===== src/rtl/spi_pkg.sv =====
package spi_pkg;
  localparam int unsigned DW = 8;
  localparam int unsigned HALF_W = 5;

  localparam logic [1:0] A_CTRL = 2'd0;
  localparam logic [1:0] A_STAT = 2'd1;
  localparam logic [1:0] A_DATA = 2'd2;

  typedef struct packed {
    logic       ss_lvl;
    logic       ss_gpo;
    logic [1:0] rate;
    logic       cpha;
    logic       cpol;
    logic       master;
    logic       en;
  } ctrl_t;

  // system clocks per SCK half period
  function automatic logic [HALF_W-1:0] half_cycles(input logic [1:0] rate);
    case (rate)
      2'd0:    half_cycles = HALF_W'(1);
      2'd1:    half_cycles = HALF_W'(2);
      2'd2:    half_cycles = HALF_W'(8);
      default: half_cycles = HALF_W'(16);
    endcase
  endfunction
endpackage


===== src/rtl/spi_sync.sv =====
module spi_sync #(
  parameter int unsigned W = 1,
  parameter logic [W-1:0] RST_VAL = '0
) (
  input  logic         clk_i,
  input  logic         rst_ni,
  input  logic [W-1:0] d_i,
  output logic [W-1:0] q_o
);
  logic [W-1:0] s1_q, s2_q;

  always_ff @(posedge clk_i or negedge rst_ni) begin
    if (!rst_ni) begin
      s1_q <= RST_VAL;
      s2_q <= RST_VAL;
    end else begin
      s1_q <= d_i;
      s2_q <= s1_q;
    end
  end

  assign q_o = s2_q;
endmodule


===== src/rtl/spi_clkdiv.sv =====
module spi_clkdiv #(
  parameter int unsigned HW = 5
) (
  input  logic          clk_i,
  input  logic          rst_ni,
  input  logic          run_i,
  input  logic [HW-1:0] half_i,
  output logic          tick_o
);
  logic [HW-1:0] cnt_q;
  logic          wrap;

  assign wrap   = (cnt_q == half_i - HW'(1));
  assign tick_o = run_i && wrap;

  always_ff @(posedge clk_i or negedge rst_ni) begin
    if (!rst_ni)      cnt_q <= '0;
    else if (!run_i)  cnt_q <= '0;
    else if (wrap)    cnt_q <= '0;
    else              cnt_q <= cnt_q + HW'(1);
  end
endmodule


===== src/rtl/spi_ctrl.sv =====
module spi_ctrl #(
  parameter int unsigned DATA_W = spi_pkg::DW
) (
  input  logic              clk_i,
  input  logic              rst_ni,
  input  logic [1:0]        addr_i,
  input  logic              wr_i,
  input  logic              rd_i,
  input  logic [DATA_W-1:0] wdata_i,
  output logic [DATA_W-1:0] rdata_o,
  input  logic              sck_i,
  input  logic              ss_ni,
  input  logic              mosi_i,
  input  logic              miso_i,
  output logic              sck_o,
  output logic              mosi_o,
  output logic              miso_o,
  output logic              ss_oe_o,
  output logic              ss_o
);
  import spi_pkg::*;

  localparam int unsigned EDGE_W = $clog2(2 * DATA_W);
  localparam int unsigned BIT_W  = $clog2(DATA_W);
  localparam int unsigned MSB    = DATA_W - 1;

  ctrl_t             ctrl_q;
  logic              done_q, wcol_q, modf_q;
  logic              seen_done_q, seen_wcol_q, seen_modf_q;
  logic [DATA_W-1:0] shreg_q, rdbuf_q, shift_val;
  logic              tx_q, sck_q, busy_q, framed_q;
  logic [EDGE_W-1:0] edge_q;
  logic [BIT_W-1:0]  bit_q;
  logic              sck_s, ss_s, mosi_s, sck_d_q, ss_d_q;
  logic              tick;

  spi_sync #(.W(3), .RST_VAL(3'b010)) u_sync (
    .clk_i (clk_i),
    .rst_ni(rst_ni),
    .d_i   ({sck_i, ss_ni, mosi_i}),
    .q_o   ({sck_s, ss_s, mosi_s})
  );

  spi_clkdiv #(.HW(HALF_W)) u_div (
    .clk_i (clk_i),
    .rst_ni(rst_ni),
    .run_i (busy_q),
    .half_i(half_cycles(ctrl_q.rate)),
    .tick_o(tick)
  );

  logic wr_ctrl, wr_data, rd_stat, data_acc;
  assign wr_ctrl  = wr_i && (addr_i == A_CTRL);
  assign wr_data  = wr_i && (addr_i == A_DATA);
  assign rd_stat  = rd_i && (addr_i == A_STAT);
  assign data_acc = (wr_i || rd_i) && (addr_i == A_DATA);

  logic master_mode, slave_mode, xfer_busy, write_ok, collide, modf_hit;
  assign master_mode = ctrl_q.en && ctrl_q.master;
  assign slave_mode  = ctrl_q.en && !ctrl_q.master;
  assign xfer_busy   = busy_q || (slave_mode && bit_q != '0);
  assign write_ok    = wr_data && !xfer_busy;
  assign collide     = wr_data && xfer_busy;
  assign modf_hit    = master_mode && !ctrl_q.ss_gpo && !ss_s;

  // master: sample on even transitions for phase 0, odd for phase 1
  logic m_sample, m_last;
  assign m_sample = tick && (edge_q[0] == ctrl_q.cpha);
  assign m_last   = tick && (edge_q == EDGE_W'(2 * DATA_W - 1));

  logic sck_rise, sck_fall, lead, trail, s_act, s_sample, s_drive, s_last, ss_fall;
  assign sck_rise = sck_s && !sck_d_q;
  assign sck_fall = !sck_s && sck_d_q;
  assign lead     = ctrl_q.cpol ? sck_fall : sck_rise;
  assign trail    = ctrl_q.cpol ? sck_rise : sck_fall;
  assign ss_fall  = !ss_s && ss_d_q;
  assign s_act    = slave_mode && !ss_s && framed_q;
  assign s_sample = s_act && (ctrl_q.cpha ? trail : lead);
  assign s_drive  = s_act && (ctrl_q.cpha ? lead : trail);
  assign s_last   = s_sample && (bit_q == BIT_W'(DATA_W - 1));

  assign shift_val = {shreg_q[MSB-1:0], master_mode ? miso_i : mosi_s};

  always_ff @(posedge clk_i or negedge rst_ni) begin
    if (!rst_ni) begin
      ctrl_q      <= '0;
      done_q      <= 1'b0;
      wcol_q      <= 1'b0;
      modf_q      <= 1'b0;
      seen_done_q <= 1'b0;
      seen_wcol_q <= 1'b0;
      seen_modf_q <= 1'b0;
      shreg_q     <= '0;
      rdbuf_q     <= '0;
      tx_q        <= 1'b0;
      sck_q       <= 1'b0;
      busy_q      <= 1'b0;
      framed_q    <= 1'b0;
      edge_q      <= '0;
      bit_q       <= '0;
      sck_d_q     <= 1'b0;
      ss_d_q      <= 1'b1;
    end else begin
      sck_d_q <= sck_s;
      ss_d_q  <= ss_s;

      if (wr_ctrl) ctrl_q <= ctrl_t'(wdata_i[7:0]);
      if (rd_stat) begin
        seen_done_q <= done_q;
        seen_wcol_q <= wcol_q;
        seen_modf_q <= modf_q;
      end
      if (data_acc) begin
        if (seen_done_q) done_q <= 1'b0;
        if (seen_wcol_q) wcol_q <= 1'b0;
        seen_done_q <= 1'b0;
        seen_wcol_q <= 1'b0;
      end
      if (wr_ctrl && seen_modf_q) begin
        modf_q      <= 1'b0;
        seen_modf_q <= 1'b0;
      end
      if (collide) wcol_q <= 1'b1;

      // master engine
      if (!busy_q) sck_q <= ctrl_q.cpol;
      if (write_ok) begin
        shreg_q <= wdata_i;
        tx_q    <= wdata_i[MSB];
        if (master_mode) begin
          busy_q <= 1'b1;
          edge_q <= '0;
        end
      end
      if (tick) begin
        sck_q  <= ~sck_q;
        edge_q <= edge_q + EDGE_W'(1);
        if (m_sample) shreg_q <= shift_val;
        else          tx_q    <= shreg_q[MSB];
        if (m_last) begin
          busy_q  <= 1'b0;
          rdbuf_q <= m_sample ? shift_val : shreg_q;
          done_q  <= 1'b1;
        end
      end

      // slave engine
      if (!slave_mode || ss_s) begin
        bit_q    <= '0;
        framed_q <= 1'b0;
      end else begin
        if (ss_fall) begin
          framed_q <= 1'b1;
          tx_q     <= shreg_q[MSB];
        end
        if (s_sample) begin
          shreg_q <= shift_val;
          bit_q   <= s_last ? '0 : bit_q + BIT_W'(1);
          if (s_last) begin
            rdbuf_q <= shift_val;
            done_q  <= 1'b1;
            if (!ctrl_q.cpha) framed_q <= 1'b0;
          end
        end
        if (s_drive) tx_q <= shreg_q[MSB];
      end

      if (modf_hit) begin
        modf_q        <= 1'b1;
        ctrl_q.master <= 1'b0;
        busy_q        <= 1'b0;
      end
    end
  end

  always_comb begin
    rdata_o = '0;
    case (addr_i)
      A_CTRL:  rdata_o[7:0] = ctrl_q;
      A_STAT:  rdata_o[2:0] = {modf_q, wcol_q, done_q};
      A_DATA:  rdata_o      = rdbuf_q;
      default: rdata_o      = '0;
    endcase
  end

  assign sck_o   = sck_q;
  assign mosi_o  = master_mode ? tx_q : 1'b0;
  assign miso_o  = slave_mode ? tx_q : 1'b0;
  assign ss_oe_o = ctrl_q.ss_gpo;
  assign ss_o    = ctrl_q.ss_lvl;
endmodule


===== config.mk =====
export PLATFORM = sky130hd
export DESIGN_NAME = spi_ctrl
export DESIGN_NICKNAME = d
export VERILOG_FILES = /design/src/rtl/spi_pkg.sv /design/src/rtl/spi_sync.sv /design/src/rtl/spi_clkdiv.sv /design/src/rtl/spi_ctrl.sv
export SDC_FILE = /design/constraint.sdc
export NUM_CORES = 1
export LEC_CHECK = 0
export BUFFER_PORTS_ARGS = -buffer_cell sky130_fd_sc_hd__buf_2
export CORE_ASPECT_RATIO = 1.5
export CORE_MARGIN = 8
export CORE_UTILIZATION = 52
export DETAILED_ROUTE_END_ITERATION = 10
export HOLD_SLACK_MARGIN = 0.12
export PLACE_DENSITY_LB_ADDON = 0.08
export SLEW_MARGIN = 20
export SYNTH_ARGS = -nofsm -noshare
export SYNTH_HDL_FRONTEND = slang
export SYNTH_SLANG_ARGS = --single-unit

===== constraint.sdc =====
create_clock -name clk_i -period 1.8 [get_ports clk_i]
set_input_delay 0.36 -clock clk_i [delete_from_list [all_inputs] [get_ports clk_i]]
set_output_delay 0.36 -clock clk_i [all_outputs]
set_load 0.03 [all_outputs]

-- After elaboration in Yosys (flattened, before gate mapping)
Index checks and enable logic that the tools add are counted.
- register bits after elaboration: 54
- latch bits: 0
- memory bits (writable): 0
- ROM bits: 0
- word-level logic and storage cells: 154
- memories kept: 0
- add/sub/neg operators: 4
- multiply operators: 0
- div/mod/pow operators: 0
- magnitude comparators: 0
- equality and inequality tests: 9
- shifts and indexed selects: 0
- mux-type cells: 67
- bitwise operators: 1
- reduce and logical (&&, ||, !) cells: 47
- operator list (cell ; number):
    2-to-1 mux 8 bit ; 11
    2-to-1 mux 1 bit ; 44
    logical AND 1 bit ; 23
    nonzero test 2 bit ; 9
    case mux 5 bit (3 select lines) ; 1
    2-to-1 mux 4 bit ; 3
    2-to-1 mux 5 bit ; 2
    case mux 5 bit (2 select lines) ; 1
    2-to-1 mux 3 bit ; 3
    case mux 3 bit (3 select lines) ; 1
    zero test 1 bit ; 7
    adder 5 x 1 -> 5 bit, second input constant ; 1
    == test 5 bit ; 1
    subtractor 5 x 1 -> 5 bit, second input constant ; 1
    adder 4 x 1 -> 4 bit, second input constant ; 1
    == test 2 x 1 -> 1 bit, second input constant ; 2
    == test 2 bit, second input constant ; 2
    == test 4 bit, second input constant ; 1
    zero test 2 bit ; 2
    AND reduction 2 bit ; 2
    adder 3 x 1 -> 3 bit, second input constant ; 1
    == test 3 bit, second input constant ; 1
    logical OR 1 bit ; 3
    nonzero test 3 bit ; 1
    other kinds (4) ; 4

-- Logic depth before layout (Yosys ltp)
- word-level depth: 12
- depth in mapped cells: 8
- gate-level depth less buffers: 7

-- Hierarchy
Synthesis repeated with hierarchy kept, for this count alone.
- cells, all modules: 256
- area, all modules: 2806.4 µm²
- modules (own cells, without submodules) (module ; instances ; cells each ; area an instance (µm²) ; sequential area each (µm²)):
    spi_ctrl ; 1 ; 212 ; 2301.0 ; 1077.3
    spi_clkdiv ; 1 ; 38 ; 352.8 ; 125.1
    spi_sync ; 1 ; 6 ; 152.6 ; 152.6

-- Least setup slack after synthesis
No wires, ideal clock.
- path type: in2out
- start point: in addr_i[1]
- end point: out rdata_o[2]
- arrival time: 1710 ps
- slack: -270 ps
- stages on the path: 4
- path buffers: 2
- cells stage by stage: buf_2 -> buf_1 -> mux2i_1 -> o21ai_0
- longest elaborated chain between the ends: 2
- elaborated cells on any way between the ends: 4
- those cells by class: eq/ne (2); mux (1); reduce/logical (1)
- ends and longest elaborated chain (what ; RTL line ; text):
    from (decl) ; spi_ctrl.sv:6 ; input logic [1:0] addr_i,
    == test 2 bit (tied with other cells) ; spi_ctrl.sv:178 ; case (addr_i)
    case mux 3 bit (3 select lines) * ; spi_ctrl.sv:178 ;
    to (decl) ; spi_ctrl.sv:10 ; output logic [DATA_W-1:0] rdata_o,
Mark *: on every way between the ends. The rest lies on a longest branch, timed or not.

-- Worst setup path in the final report
- start point: reg ctrl_q[3] (netlist name)
- end point: reg rdbuf_q[4]
- longest elaborated chain between the ends: 8
- elaborated cells on any way between the ends: 11
- those cells by class: eq/ne (1); mux (7); reduce/logical (3)
- ends and longest elaborated chain (what ; RTL line ; text):
    from (decl) ; spi_ctrl.sv:27 ; ctrl_t ctrl_q;
    from (signal assigned) ; spi_ctrl.sv:107 ; if (wr_ctrl) ctrl_q <= ctrl_t'(wdata_i[7:0]);
    == test 1 bit ; spi_ctrl.sv:68 ; assign m_sample = tick && (edge_q[0] == ctrl_q.cpha);
    logical AND 1 bit ; spi_ctrl.sv:68 ;
    2-to-1 mux 8 bit ; spi_ctrl.sv:142 ; rdbuf_q <= m_sample ? shift_val : shreg_q;
    2-to-1 mux 8 bit ; spi_ctrl.sv:140 ; if (m_last) begin
    2-to-1 mux 8 bit ; spi_ctrl.sv:135 ; if (tick) begin
    2-to-1 mux 8 bit ; spi_ctrl.sv:159 ; if (s_last) begin
    2-to-1 mux 8 bit ; spi_ctrl.sv:156 ; if (s_sample) begin
    2-to-1 mux 8 bit * ; spi_ctrl.sv:148 ; if (!slave_mode || ss_s) begin
    to (signal assigned) ; spi_ctrl.sv:142 ;
    to (signal assigned) ; spi_ctrl.sv:160 ; rdbuf_q <= shift_val;
    to (decl) ; spi_ctrl.sv:30 ; logic [DATA_W-1:0] shreg_q, rdbuf_q, shift_val;
Marked as above.
A chain may end at the register's enable or synchronous reset.

==> impl_metrics.env <==
export IMPL_run_status="finished clean"
export IMPL_path_class="reg -> reg"
export IMPL_crit_family="flip-flops"
export IMPL_clk_path_buf_depth=2
export IMPL_setup_violations_final=0
export IMPL_synth_flop_cell="dfrtp_1"
export IMPL_slew_headroom=0.694
export IMPL_synth_area_leaders="dfrtp_1 (46%), mux2i_1 (7.6%), mux2_2 (4.5%), dfstp_2 (2.9%), nor2_1 (2.7%)"
export IMPL_drc=0
export IMPL_nNetsFinal=364
export IMPL_cp_arrival_ns=2.00
export IMPL_skew_ns=0.00899
export IMPL_track_usage=0.182
export IMPL_reg2reg_setup_slack_ns=0.01
export IMPL_grt_max_degree=55
export IMPL_cts_tree="built"
export IMPL_rows=32
export IMPL_synthCells=264
export IMPL_drt_iter0_markers=69
export IMPL_syn_area_per_cell_um2=10.4
export IMPL_final_common_cell="dfrtp_1"
export IMPL_antennaDiodeCount=0
export IMPL_wire_per_inst_um=16.9
export IMPL_grt_remaining_overflow=0
export IMPL_finalHoldViolCount=0
export IMPL_dr_pass1_iters=4
export IMPL_start_kind="register"
export IMPL_crit_buf_inv=2
export IMPL_synth_top_cell_area_share=0.463
export IMPL_ys_seq_area_frac=0.492
export IMPL_required_ns=2.01
export IMPL_final_max_slew_violation_count=0
export IMPL_rsz0062_at_grt="true"
export IMPL_cpMaxStageDelayCell="dfrtp_1"
export IMPL_cts_buffers_inserted=5
export IMPL_maxCapViolCount=0
export IMPL_crit_chain="xor2_2 > mux2_4 > buf_4 > nor2_4 > buf_12 > nor4_2 > a211oi_1"
export IMPL_initial_core_util=0.538
export IMPL_mostFrequentLayoutCells="dfrtp_1 (49), buf_4 (46), buf_2 (28), mux2i_1 (21), nor2_1 (20)"
export IMPL_p_leak_nw=1.74
export IMPL_place_hpwl_um=4700
export IMPL_die_w_um=75.4
export IMPL_cts_root_buf="clkbuf_8"
export IMPL_grt_pass1_vias=2343
export IMPL_htreeDepth=2
export IMPL_place_area_um2=3270
export IMPL_antenna_found_initial=0
export IMPL_cp_end_kind="register"
export IMPL_p_per_area_nw_per_um2=1090
export IMPL_core_area_um2=5120
export IMPL_netlist_area_um2=2760
export IMPL_ys_seq_elements=54
export IMPL_syn_nets=287
export IMPL_setup_tns_ns=0
export IMPL_fmax_mhz=560
export IMPL_max_slew_worst_pin_slew_ns=0.456
export IMPL_synth_async_reset_ratio=1.00
export IMPL_slowest_delay_ns=0.43
export IMPL_ys_warn_count=0
export IMPL_ys_types=49
export IMPL_hold_class="in -> reg"
export IMPL_synth_top_area_cell="dfrtp_1"
export IMPL_place_gp_congestion=0.820
export IMPL_critPathMaxFanout=16
export IMPL_fillers=420
export IMPL_ant_nets=0
export IMPL_die_area_um2=7930
export IMPL_synth_enable_flop_cells=0
export IMPL_clkTransAtPathRegs_ns=0.09
export IMPL_hold_slack_ns=0.151
export IMPL_final_min_clock_period_ns=1.79
export IMPL_syn2layout_area_growth_pct=31.7
export IMPL_clk_latency_ns=0.31
export IMPL_clkSinkCount=54
export IMPL_io_buffers=30
export IMPL_fin_crit_sh=0.993
export IMPL_grt_first_pass_wirelength_um=11200
export IMPL_final_area_um2=3630
export IMPL_die_height_um=105
export IMPL_avgViaCountPerCell=5.60
export IMPL_max_vdd_ir_drop_v=0.000804
export IMPL_io_pins=31
export IMPL_final_layout_size_suffix_gt1_frac=0.383
export IMPL_num_vias=2296
export IMPL_drt_wl_total_um=6920
repair_timing:
action,4_1_cts,5_1_grt
endpoints found under the setup margin,7,23
resized for setup,10,24
hold endpoints to repair,51,1
pin swaps,3,6
setup buffers,6,3
hold buffers,1,1
metrics by stage:
stage	util	instances	power, mW	setup WS (ns)
global route	0.708	410	4.22	-0.0480
floorplan	-	264	2.49	-0.0154
CTS	0.677	406	3.89	-0.0281
detailed placement	0.638	391	3.03	-0.0206
finish	0.708	410	3.97	0.0130
global placement	0.638	391	2.99	0.0113
per-layer routing:
metal | track usage | up-vias | share of wire
li1 | - | 1095 | -
met1 | 0.217 | 1133 | 0.41
met2 | 0.304 | 55 | 0.54
met3 | 0.0392 | 13 | 0.040
met4 | 0.0691 | 0 | 0.019
met5 | 0 | - | 0
report_power, final:
part           internal (mW)  switching [mW]  leakage, nW
clock                  0.416           0.402       0.0514
combinational          0.647           0.784         1.01
sequential              1.49           0.235        0.678
total                   2.55            1.42         1.74
synth_stat cells (all sizes together), types with 2 or more instances:
library cell / instances
dfrtp: 51
nand3: 10
nor3: 12
o21ai: 12
o22ai: 3
o31ai: 2
xor2: 3
nor2b: 7
inv: 15
mux2i: 21
a31o: 3
nand4: 4
o21bai: 2
nor2: 21
a21oi: 11
nand2: 14
dfstp: 3
clkbuf: 2
nor4: 8
and3: 4
a21o: 2
mux2: 12
a211oi: 9
ha: 5
buf: 8
and2: 2
nand2b: 3
xnor2: 2
nor3b: 4
nand3b: 2
kinds of logic after synthesis:
kind of cell             count (synthesis)  share of synthesized area
AND/OR/NAND/NOR                         93                      0.183
multiplexers                            33                      0.125
XOR/XNOR                                 5                     0.0159
buffers and inverters                   25                     0.0400
adder cells (fa/ha/maj)                  5                     0.0227
flip-flops                              54                      0.492
AO/OA/AOI/OAI                           49                      0.122
sequential cells by signal, summed over array words and instances, names as in the netlist:
name	cells
u_sync.s1_q	3
shreg_q	8
sck_d_q	1
framed_q	1
ss_o	1
sck_o	1
busy_q	1
u_sync.q_o	3
ss_d_q	1
rdbuf_q	8
ss_oe_o	1
u_div.cnt_q	5
tx_q	1
wcol_q	1
done_q	1
bit_q	3
edge_q	4
seen_done_q	1
seen_wcol_q	1
modf_q	1
seen_modf_q	1
ctrl_q	6
final cells by class:
cell class              instances  area, um2  area share
clock inverters                 2       37.5      0.0103
flip-flops and latches         54       1360       0.374
well taps                      68       85.1      0.0235
clock buffers                   6       72.6      0.0200
multi-input cells             185       1440       0.397
repair buffers                 80        577       0.159
inverters                      15       56.3      0.0155
path summary, 6_finish.rpt:
kind                                startpoint              to  depth (start not counted)
worst max-delay path                 ctrl_q[3]      rdbuf_q[4]                          7
worst min-delay path                    mosi_i  u_sync.s1_q[0]                          1
worst max register to register       ctrl_q[3]      rdbuf_q[4]                          7
worst min register to register  u_sync.s1_q[2]   u_sync.q_o[2]                          0
max in group asynchronous               rst_ni  u_sync.s1_q[1]                          3
min in group asynchronous               rst_ni          wcol_q                          3
Note: power is estimated with default switching activity, not from simulation.
